## src/rtl/tmr_cken_pkg.sv

```systemverilog
package tmr_cken_pkg;

  typedef enum logic [2:0] {
    CK_OFF      = 3'b000,
    CK_DIV_A    = 3'b001,
    CK_DIV_B    = 3'b010,
    CK_DIV_C    = 3'b011,
    CK_CASCADE  = 3'b100,
    CK_EXT_FALL = 3'b101,
    CK_EXT_RISE = 3'b110,
    CK_EXT_BOTH = 3'b111
  } ck_sel_e;

  typedef struct packed {
    logic fall;
    logic rise;
  } pin_edge_t;

  // Enable contributed by a pin event under a given code.
  function automatic logic pin_event_hit(input logic [2:0] code, input pin_edge_t ev);
    logic hit;
    case (code)
      CK_EXT_FALL: hit = ev.fall;
      CK_EXT_RISE: hit = ev.rise;
      CK_EXT_BOTH: hit = ev.fall | ev.rise;
      default:     hit = 1'b0;
    endcase
    return hit;
  endfunction

endpackage

```

## src/rtl/tmr_prescaler.sv

```systemverilog
module tmr_prescaler #(
  parameter int DIV_A_LOG = 3,
  parameter int DIV_B_LOG = 6,
  parameter int DIV_C_LOG = 13,
  localparam int CNT_W = DIV_C_LOG
) (
  input  logic clk,
  input  logic rst_n,
  output logic tick_a_o,
  output logic tick_b_o,
  output logic tick_c_o
);

  logic [CNT_W-1:0] cnt_q;

  // True when the lowest n bits are all ones, so the next edge rolls them to zero.
  function automatic logic low_bits_full(input logic [CNT_W-1:0] v, input int n);
    logic r;
    r = 1'b1;
    for (int i = 0; i < CNT_W; i++) begin
      if (i < n) r = r & v[i];
    end
    return r;
  endfunction

  always_ff @(posedge clk or negedge rst_n) begin
    if (!rst_n) cnt_q <= '0;
    else        cnt_q <= cnt_q + 1'b1;
  end

  assign tick_a_o = low_bits_full(cnt_q, DIV_A_LOG);
  assign tick_b_o = low_bits_full(cnt_q, DIV_B_LOG);
  assign tick_c_o = low_bits_full(cnt_q, DIV_C_LOG);

  p_tap_gap_r2: assert property (@(posedge clk) disable iff (!rst_n)
    tick_a_o |=> !tick_a_o);
  p_tap_nest_r3: assert property (@(posedge clk) disable iff (!rst_n)
    tick_b_o |-> tick_a_o);
  p_tap_nest_r4: assert property (@(posedge clk) disable iff (!rst_n)
    tick_c_o |-> tick_b_o);

endmodule

```

## src/rtl/tmr_pin_edge.sv

```systemverilog
module tmr_pin_edge
  import tmr_cken_pkg::*;
#(
  parameter int SYNC_STAGES = 2
) (
  input  logic      clk,
  input  logic      rst_n,
  input  logic      pin_i,
  output pin_edge_t ev_o
);

  // Stages [SYNC_STAGES-1:0] synchronize; the top stage holds the previous level.
  logic [SYNC_STAGES:0] sh_q;
  logic                 level_now;
  logic                 level_old;

  always_ff @(posedge clk or negedge rst_n) begin
    if (!rst_n) sh_q <= '0;
    else        sh_q <= {sh_q[SYNC_STAGES-1:0], pin_i};
  end

  assign level_now = sh_q[SYNC_STAGES-1];
  assign level_old = sh_q[SYNC_STAGES];
  assign ev_o.rise = level_now & ~level_old;
  assign ev_o.fall = ~level_now & level_old;

  p_rise_single_r7: assert property (@(posedge clk) disable iff (!rst_n)
    ev_o.rise |=> !ev_o.rise);
  p_fall_single_r8: assert property (@(posedge clk) disable iff (!rst_n)
    ev_o.fall |=> !ev_o.fall);
  p_edge_excl_r9: assert property (@(posedge clk) disable iff (!rst_n)
    !(ev_o.rise && ev_o.fall));

endmodule

```

## src/rtl/tmr_chan_sel.sv

```systemverilog
module tmr_chan_sel
  import tmr_cken_pkg::*;
(
  input  logic       clk,
  input  logic       rst_n,
  input  logic [2:0] sel_i,
  input  logic       tick_a_i,
  input  logic       tick_b_i,
  input  logic       tick_c_i,
  input  logic       cascade_src_i,
  input  logic       cascade_block_i,
  input  pin_edge_t  ev_i,
  output logic       cken_o
);

  logic [2:0] sel_q;
  logic       sel_settled;
  logic       src_hit;

  always_ff @(posedge clk or negedge rst_n) begin
    if (!rst_n) sel_q <= CK_OFF;
    else        sel_q <= sel_i;
  end

  assign sel_settled = (sel_i == sel_q);

  always_comb begin
    case (sel_i)
      CK_OFF:     src_hit = 1'b0;
      CK_DIV_A:   src_hit = tick_a_i;
      CK_DIV_B:   src_hit = tick_b_i;
      CK_DIV_C:   src_hit = tick_c_i;
      CK_CASCADE: src_hit = cascade_src_i & ~cascade_block_i;
      default:    src_hit = pin_event_hit(sel_i, ev_i);
    endcase
  end

  assign cken_o = sel_settled & src_hit;

  p_off_quiet_r1: assert property (@(posedge clk) disable iff (!rst_n)
    (sel_i == CK_OFF) |-> !cken_o);
  p_cascade_src_r5: assert property (@(posedge clk) disable iff (!rst_n)
    (cken_o && sel_i == CK_CASCADE) |-> cascade_src_i);
  p_new_code_quiet_r10: assert property (@(posedge clk) disable iff (!rst_n)
    (sel_i != $past(sel_i)) |-> !cken_o);

endmodule

```

## src/rtl/tmr_pair_cken.sv

```systemverilog
module tmr_pair_cken
  import tmr_cken_pkg::*;
#(
  parameter int DIV_A_LOG   = 3,
  parameter int DIV_B_LOG   = 6,
  parameter int DIV_C_LOG   = 13,
  parameter int SYNC_STAGES = 2
) (
  input  logic       clk,
  input  logic       rst_n,
  input  logic [2:0] sel_even_i,
  input  logic [2:0] sel_odd_i,
  input  logic       pin_even_i,
  input  logic       pin_odd_i,
  input  logic       ovf_odd_i,
  input  logic       cmpa_even_i,
  output logic       cken_even_o,
  output logic       cken_odd_o
);

  localparam int NCH = 2;

  logic             tick_a, tick_b, tick_c;
  logic             loop_dead;
  logic [2:0]       sel_ch   [NCH];
  logic [NCH-1:0]   pin_ch;
  logic [NCH-1:0]   casc_ch;
  logic [NCH-1:0]   cken_ch;
  pin_edge_t        ev_ch    [NCH];

  assign sel_ch[0]  = sel_even_i;
  assign sel_ch[1]  = sel_odd_i;
  assign pin_ch     = {pin_odd_i, pin_even_i};
  // Asymmetric cascade: even follows odd overflow, odd follows even compare-match A.
  assign casc_ch    = {cmpa_even_i, ovf_odd_i};
  assign loop_dead  = (sel_even_i == CK_CASCADE) && (sel_odd_i == CK_CASCADE);

  tmr_prescaler #(
    .DIV_A_LOG(DIV_A_LOG),
    .DIV_B_LOG(DIV_B_LOG),
    .DIV_C_LOG(DIV_C_LOG)
  ) u_presc (
    .clk     (clk),
    .rst_n   (rst_n),
    .tick_a_o(tick_a),
    .tick_b_o(tick_b),
    .tick_c_o(tick_c)
  );

  for (genvar ch = 0; ch < NCH; ch++) begin : g_ch
    tmr_pin_edge #(.SYNC_STAGES(SYNC_STAGES)) u_edge (
      .clk  (clk),
      .rst_n(rst_n),
      .pin_i(pin_ch[ch]),
      .ev_o (ev_ch[ch])
    );

    tmr_chan_sel u_sel (
      .clk            (clk),
      .rst_n          (rst_n),
      .sel_i          (sel_ch[ch]),
      .tick_a_i       (tick_a),
      .tick_b_i       (tick_b),
      .tick_c_i       (tick_c),
      .cascade_src_i  (casc_ch[ch]),
      .cascade_block_i(loop_dead),
      .ev_i           (ev_ch[ch]),
      .cken_o         (cken_ch[ch])
    );
  end

  assign cken_even_o = cken_ch[0];
  assign cken_odd_o  = cken_ch[1];

  p_loop_dead_r6: assert property (@(posedge clk) disable iff (!rst_n)
    loop_dead |-> (!cken_even_o && !cken_odd_o));
  p_reset_quiet_r11: assert property (@(posedge clk)
    !rst_n |-> (!cken_even_o && !cken_odd_o));

endmodule

```

## config.mk

```make
export PLATFORM = sky130hd
export DESIGN_NAME = tmr_pair_cken
export DESIGN_NICKNAME = d
export VERILOG_FILES = /design/src/rtl/tmr_cken_pkg.sv /design/src/rtl/tmr_prescaler.sv /design/src/rtl/tmr_pin_edge.sv /design/src/rtl/tmr_chan_sel.sv /design/src/rtl/tmr_pair_cken.sv
export SDC_FILE = /design/constraint.sdc
export NUM_CORES = 1
export LEC_CHECK = 0
export ABC_AREA = 0
export BUFFER_PORTS_ARGS = -buffer_cell sky130_fd_sc_hd__buf_2
export CAP_MARGIN = 10
export CORE_ASPECT_RATIO = 1.25
export CORE_MARGIN = 8
export CORE_UTILIZATION = 59
export DETAILED_ROUTE_END_ITERATION = 8
export GPL_TIMING_DRIVEN = 0
export PLACE_DENSITY = 0.81
export SYNTH_ARGS = -nofsm -noshare
export SYNTH_HDL_FRONTEND = slang
export SYNTH_HIERARCHICAL = 1
export SYNTH_SLANG_ARGS = --single-unit
```

## constraint.sdc

```tcl
create_clock -name clk -period 7.1 [get_ports clk]
set_input_delay 1.42 -clock clk [delete_from_list [all_inputs] [get_ports clk]]
set_output_delay 1.42 -clock clk [all_outputs]
set_load 0.005 [all_outputs]
```

==> results.tsv, run 1 <==
metric	value	unit
worst_ep_required_time	5.68	ns
comb_power_share	6.8	%
antenna_found_initial	0	
syn2layout_area_growth	10.6	%
synth_mux_area_share	1.82	%
hold_violations	0	
drv_slew	0	
finalCritPeriodShare	56.4	%
drv_cap	0	
syn_area	1100	um^2
crit_type	primary input to output pin	
io_pins	14	
cts.sinks	25	
place_inst	120	
r2r_slack	5.93	ns
stdcell_area	1220	um^2
dieArea	3510	um^2
cts_root_buffer	clkbuf_4	
min-delay-start	g_ch[1].u_edge/sh_q[0]	
cp-start-kind	primary input	
worst_pin_slew	0.540	ns
dp_hpwl	1370	um
drt_wl_total	1900	um
rr_endpoint	u_presc/cnt_q[11]	
cp-end-kind	output pin	
final.min_clock_period	4.00	ns
fin_skew	0.00421	ns
ff_latch_area	626	um^2
layout_commonest_cell	dfrtp_1	
place_congestion	0.724	
finalSetupViolCount	0	
ys.flop_type	dfrtp_1	
syn-instance-count	88	
clock_path_buffers	2	
synth_fa_ha_area_share	2.28	%
ant_nets	0	
multi_input_area	455	um^2
place_area	1190	um^2
wl_per_cell	15.3	um
num_vias	716	
hold-worst-slack	0.363	ns
p_clk_share	27.6	%
clk_pin_slew	0.12	ns
grt_pass1_wl	3110	um
fillers	141	
start_util	62.3	%
power_switching_share	22.8	%
async_reset_ff_share	100	%
die_w	54.6	um
grt_setup_unrepaired	no	
clk_latency	0.32	ns
dr.pass1.iters	4	
antenna_cells	0	
synth_top_family_by_area	simple AND/OR/NAND/NOR gates	
drive_gt1_share	25.7	%
layout.nets	120	
hold_class	flop to flop	
die_h	64.3	um
worstReg2RegStart	u_presc/cnt_q[3]	
ys_seq_elements	25	
slew_headroom	64.0	%
portBuffers	13	
htreeDepth	1	
grt_max_degree	26	
fmax	250	MHz
r2r_cells	4	
ir_drop	0.174	mV
core.rowCount	17	
synth.distinct_cells	26	
cts.repair.resized	0	
yosys.area_share.simple	19.8	%
whs_endpoint	g_ch[1].u_edge/sh_q[1]	
vias_per_cell	5.77	
internal_power	0.173	mW
numCtsBuffers	3	
grt_pass1_vias	694	
outcome	completed	
cts_hold_buffers	0	
syn_area_per_cell	12.5	um^2
syn-num-nets	102	
yosysWarnings	6	
drt_iter0_markers	15	
route.detailed.drc	0	
worst_ep_arrival_time	2.58	ns
yosys.area_share.xor_xnor	11.1	%
leakagePower	0.573	nW
post_cts_buffers	0	
seq_power_share	65.6	%
design_power_total	0.224	mW
path_max_fanout	7	
synth-edff-count	0	
ys_seq_area_share	56.9	%
power_density	185	nW/um^2
core_area	1770	um^2
synth_compound_area_share	6.37	%
instances_no_fill	124	
cts_tree	yes	
switchingPower	0.0511	mW
finalSetupTns	0	ns
grtUsageTotal	11.9	%
final_cell_mix	dfrtp_1, buf_2, xnor2_1	
hold_path_depth	0	
grt-ovfl-total	0	
-- registers in the layout, indices dropped and copies added, names as in the netlist --
signal / count
g_ch.u_edge/sh_q: 6
g_ch.u_sel/sel_q: 6
u_presc/cnt_q: 13
-- cell families (layout without fill, tap and decap cells) --
group | Yosys count | in the layout
AO/OA/AOI/OAI | 8 | 8
multiplexers | 2 | 2
AND/OR/NAND/NOR | 33 | 33
XOR/XNOR | 14 | 14
adder cells (fa/ha/maj) | 2 | 2
flip-flops | 25 | 25
buffers and inverters | 4 | 21
-- synthesized netlist by cell type (3+ instances only) --
| master | instances | area share, % |
|---|---|---|
| dfrtp_1 | 25 | 57 |
| xnor2_1 | 10 | 8.0 |
| nand3_1 | 6 | 2.7 |
| and4_1 | 4 | 3.2 |
| xor2_1 | 4 | 3.2 |
| nand4_1 | 3 | 1.7 |
-- power by group through the flow --
stage / sequential [mW] / combinational [mW] / clock [mW]
after floorplan: 0.150 / 0.00644 / 0
after detailed placement: 0.150 / 0.0155 / 0
final: 0.147 / 0.0153 / 0.0619
after global routing: 0.148 / 0.0175 / 0.0702
after global placement: 0.150 / 0.0151 / 0
after CTS: 0.147 / 0.0156 / 0.0651
-- through the flow --
stage               worst slack (ns)  utilization (%)
floorplan                       3.47                -
global placement                3.13             67.3
detailed placement              3.07             67.3
CTS                             3.07             68.9
global route                    2.93             68.9
finish                          3.10             68.9
-- critical path, cell delays in order --
cell	delay, ns
buf_2	0.16
nor4_1	0.07
and3_1	0.20
nor4b_1	0.25
o31ai_1	0.11
a211oi_1	0.23
buf_2	0.15
-- metal layers --
metal	global-route usage, %	share of wire [%]	vias up
met2	18.2	48	20
met3	4.17	8.2	4
met4	5.56	1.9	0
li1	-	-	353
met1	14.2	42	339
met5	0	0	-
-- how the worst max path moves through the flow --
| stage | start | to | slack (ns) | cells past startpoint |
|---|---|---|---|---|
| after CTS | sel_even_i[0] | cken_even_o | 3.07 | 7 |
| final | sel_even_i[0] | cken_even_o | 3.10 | 7 |
| after global placement | sel_even_i[0] | cken_odd_o | 3.13 | 7 |
| after detailed placement | sel_even_i[0] | cken_even_o | 3.07 | 7 |
| after global routing | sel_even_i[0] | cken_even_o | 2.93 | 7 |
| after floorplan | sel_odd_i[1] | cken_even_o | 3.47 | 5 |
-- final cells by class --
cell class / instances / area share, %
Sequential cell: 25 / 51.4
Multi-Input combinational cell: 59 / 37.4
Timing Repair Buffer: 13 / 5.35
Tap cell: 19 / 1.95
Clock buffer: 3 / 1.85
Inverter: 3 / 0.926
Buffer: 1 / 0.617
Clock inverter: 1 / 0.412
Note: power is estimated with default switching activity, not from simulation.
==> inputs of run 2 (changes only) <==
- ABC_AREA: 0 -> 1
- CORE_UTILIZATION: 59 -> 51
- PLACE_DENSITY: 0.81 -> 0.74
- clock period: 7.1 -> 3.37 ns (I/O delays scaled with it)
==> run 2 against run 1 <==
Clock power rose by 110%. Worst hold slack got worse by 0.042 ns. Global-route usage fell by 1.1 points. Combinational power rose to 2.5 times the previous value. Synthesized cell count rose by 74%. Register-to-register slack got worse by 3.8 ns. First-iteration DRC count rose by 20%. Wire length rose by 5.0%. Sequential power rose by 110%. Critical path type is now flop to output pin. Critical endpoint unchanged. Largest cell class unchanged.
==> results.tsv, run 2 <==
metric	value	unit
outcome	completed	
finalSetupTns	0	ns
start_util	52.4	%
cts.sinks	25	
drv_cap	0	
fin_skew	0.0121	ns
stdcell_area	1380	um^2
die_h	71.3	um
synth_most_common_cell	nand2_1	
core.rowCount	20	
comb_power_share	8.1	%
clock_path_buffers	2	
hold_class	primary input to asynchronous set/reset pin	
finalSetupViolCount	0	
grt-ovfl-total	0	
antenna_cells	0	
clk_latency	0.31	ns
layout_commonest_cell	nand2_1	
path_max_fanout	5	
die_w	60.2	um
worst_pin_slew	0.542	ns
core_area	2380	um^2
syn-num-nets	167	
layout.nets	185	
async_reset_ff_share	100	%
crit_type	flop to output pin	
grt_max_degree	26	
ys_top_cells_by_area	dfrtp_1, nand2_1, inv_1, nor2_1, xnor2_1	
cts_hold_buffers	0	
hold-worst-slack	0.321	ns
grt_pass1_vias	945	
synth_top_area_share	50.2	%
final.min_clock_period	2.62	ns
drt_iter0_markers	18	
ys.flop_type	dfrtp_1	
syn2layout_area_growth	10.7	%
drv_slew	0	
slew_headroom	63.9	%
grt_pass1_wl	3690	um
vias_per_cell	4.70	
p_clk_share	26.7	%
place_congestion	0.779	
top_regs	u_presc/cnt_q x13, g_ch.u_edge/sh_q x6, g_ch.u_sel/sel_q x6	
place_inst	199	
clk_pin_slew	0.13	ns
drt_wl_total	1990	um
syn_area_per_cell	8.15	um^2
final_cell_mix	nand2_1, inv_1, dfrtp_1	
internal_power	0.368	mW
yosysWarnings	6	
route.detailed.drc	0	
instances_no_fill	203	
fmax	381	MHz
ant_nets	0	
cp-end-kind	output pin	
synth_common_cells	nand2_1, dfrtp_1, inv_1	
cts_root_buffer	clkbuf_4	
grt_setup_unrepaired	no	
drive_gt1_share	15.3	%
syn-instance-count	153	
numCtsBuffers	3	
seq_power_share	65.2	%
num_vias	954	
wl_per_cell	9.80	um
fillers	218	
antenna_found_initial	0	
ir_drop	0.228	mV
io_pins	14	
largest_reg_flops	13	
post_cts_buffers	0	
ys_seq_elements	25	
cts_tree	yes	
finalCritPeriodShare	77.8	%
synth.distinct_cells	16	
regMostFlops	u_presc/cnt_q	
htreeDepth	1	
power_switching_share	22.9	%
portBuffers	13	
switchingPower	0.109	mW
dp_hpwl	1540	um
power_density	345	nW/um^2
cp-start-kind	flop	
dr.pass1.iters	4	
hold_violations	0	
worst_ep_required_time	2.70	ns
ys_seq_area_share	50.2	%
grtUsageTotal	10.8	%
design_power_total	0.476	mW
leakagePower	0.679	nW
yosysTopAreaCell	dfrtp_1	
synth-edff-count	0	
syn_area	1250	um^2
place_area	1350	um^2
cts.repair.resized	0	
worst_ep_arrival_time	1.95	ns
dieArea	4290	um^2
run 2: changes by cell type after synthesis, sizes merged, moves of 4 or more:
| cell | delta |
|---|---|
| and3 | -4 |
| and4 | -4 |
| inv | +22 |
| nand2 | +45 |
| nor2 | +22 |
run 2: path summary, 6_finish.rpt:
| path | startpoint | end | slack [ns] | depth (start not counted) |
|---|---|---|---|---|
| worst max-delay path | u_presc/cnt_q[0] | cken_even_o | 0.75 | 11 |
| worst min-delay path | rst_n | u_presc/cnt_q[6] | 0.32 | 1 |
| worst max register to register | u_presc/cnt_q[0] | u_presc/cnt_q[8] | 2.17 | 5 |
| worst min register to register | g_ch[1].u_edge/sh_q[0] | g_ch[1].u_edge/sh_q[1] | 0.36 | 0 |
| max in group asynchronous | rst_n | g_ch[0].u_sel/sel_q[1] | 2.68 | 1 |
| min in group clk | g_ch[1].u_edge/sh_q[0] | g_ch[1].u_edge/sh_q[1] | 0.36 | 0 |
run 2: critical path: stages (launching register included):
cell and delay (ns):
dfrtp_1 0.38, ha_1 0.25, ha_1 0.23, nand2_1 0.10
nor3_2 0.18, inv_1 0.06, nand2_1 0.05, nand3_1 0.07
nand2_1 0.06, inv_1 0.04, a21oi_2 0.10, buf_2 0.12
run 2: power groups by stage:
stage / logic, mW / registers (mW) / clock network (mW)
floorplan: 0.0198 / 0.316 / 0
global placement: 0.0389 / 0.316 / 0
detailed placement: 0.0399 / 0.316 / 0
CTS: 0.0400 / 0.311 / 0.136
global route: 0.0452 / 0.312 / 0.148
finish: 0.0387 / 0.311 / 0.127
run 2: per-stage QoR:
stage               setup WS (ns)  util (%)
finish                      0.747      58.1
global route                0.437      58.1
CTS                         0.687      58.1
detailed placement           1.05      56.9
global placement             1.08      56.9
floorplan                    1.33         -
run 2: per-layer routing:
metal | track usage, % | wire length, um
met1 | 12.2 | 859
met2 | 18.5 | 966
met3 | 2.15 | 130
met4 | 4.79 | 33
met5 | 0 | 0
run 2: cell type report:
cell class,instances,area [um^2],share of cell area (%)
sequential,25,626,45.3
clock buffer,3,22.5,1.63
tap,33,41.3,2.99
inverter,25,93.8,6.80
clock inverter,1,5.00,0.363
multi-input combinational,103,527,38.2
timing repair buffer,13,65.1,4.71
run 2: cell families (layout without fill, tap and decap cells):
| family | count (synthesis) | count (layout) | share of synthesized area [%] |
|---|---|---|---|
| compound gates | 3 | 3 | 1.81 |
| xor+xnor | 11 | 11 | 7.73 |
| simple gates | 87 | 87 | 30.7 |
| fa+ha+maj | 2 | 2 | 2.01 |
| buf+inv | 25 | 42 | 7.53 |
| flops | 25 | 25 | 50.2 |
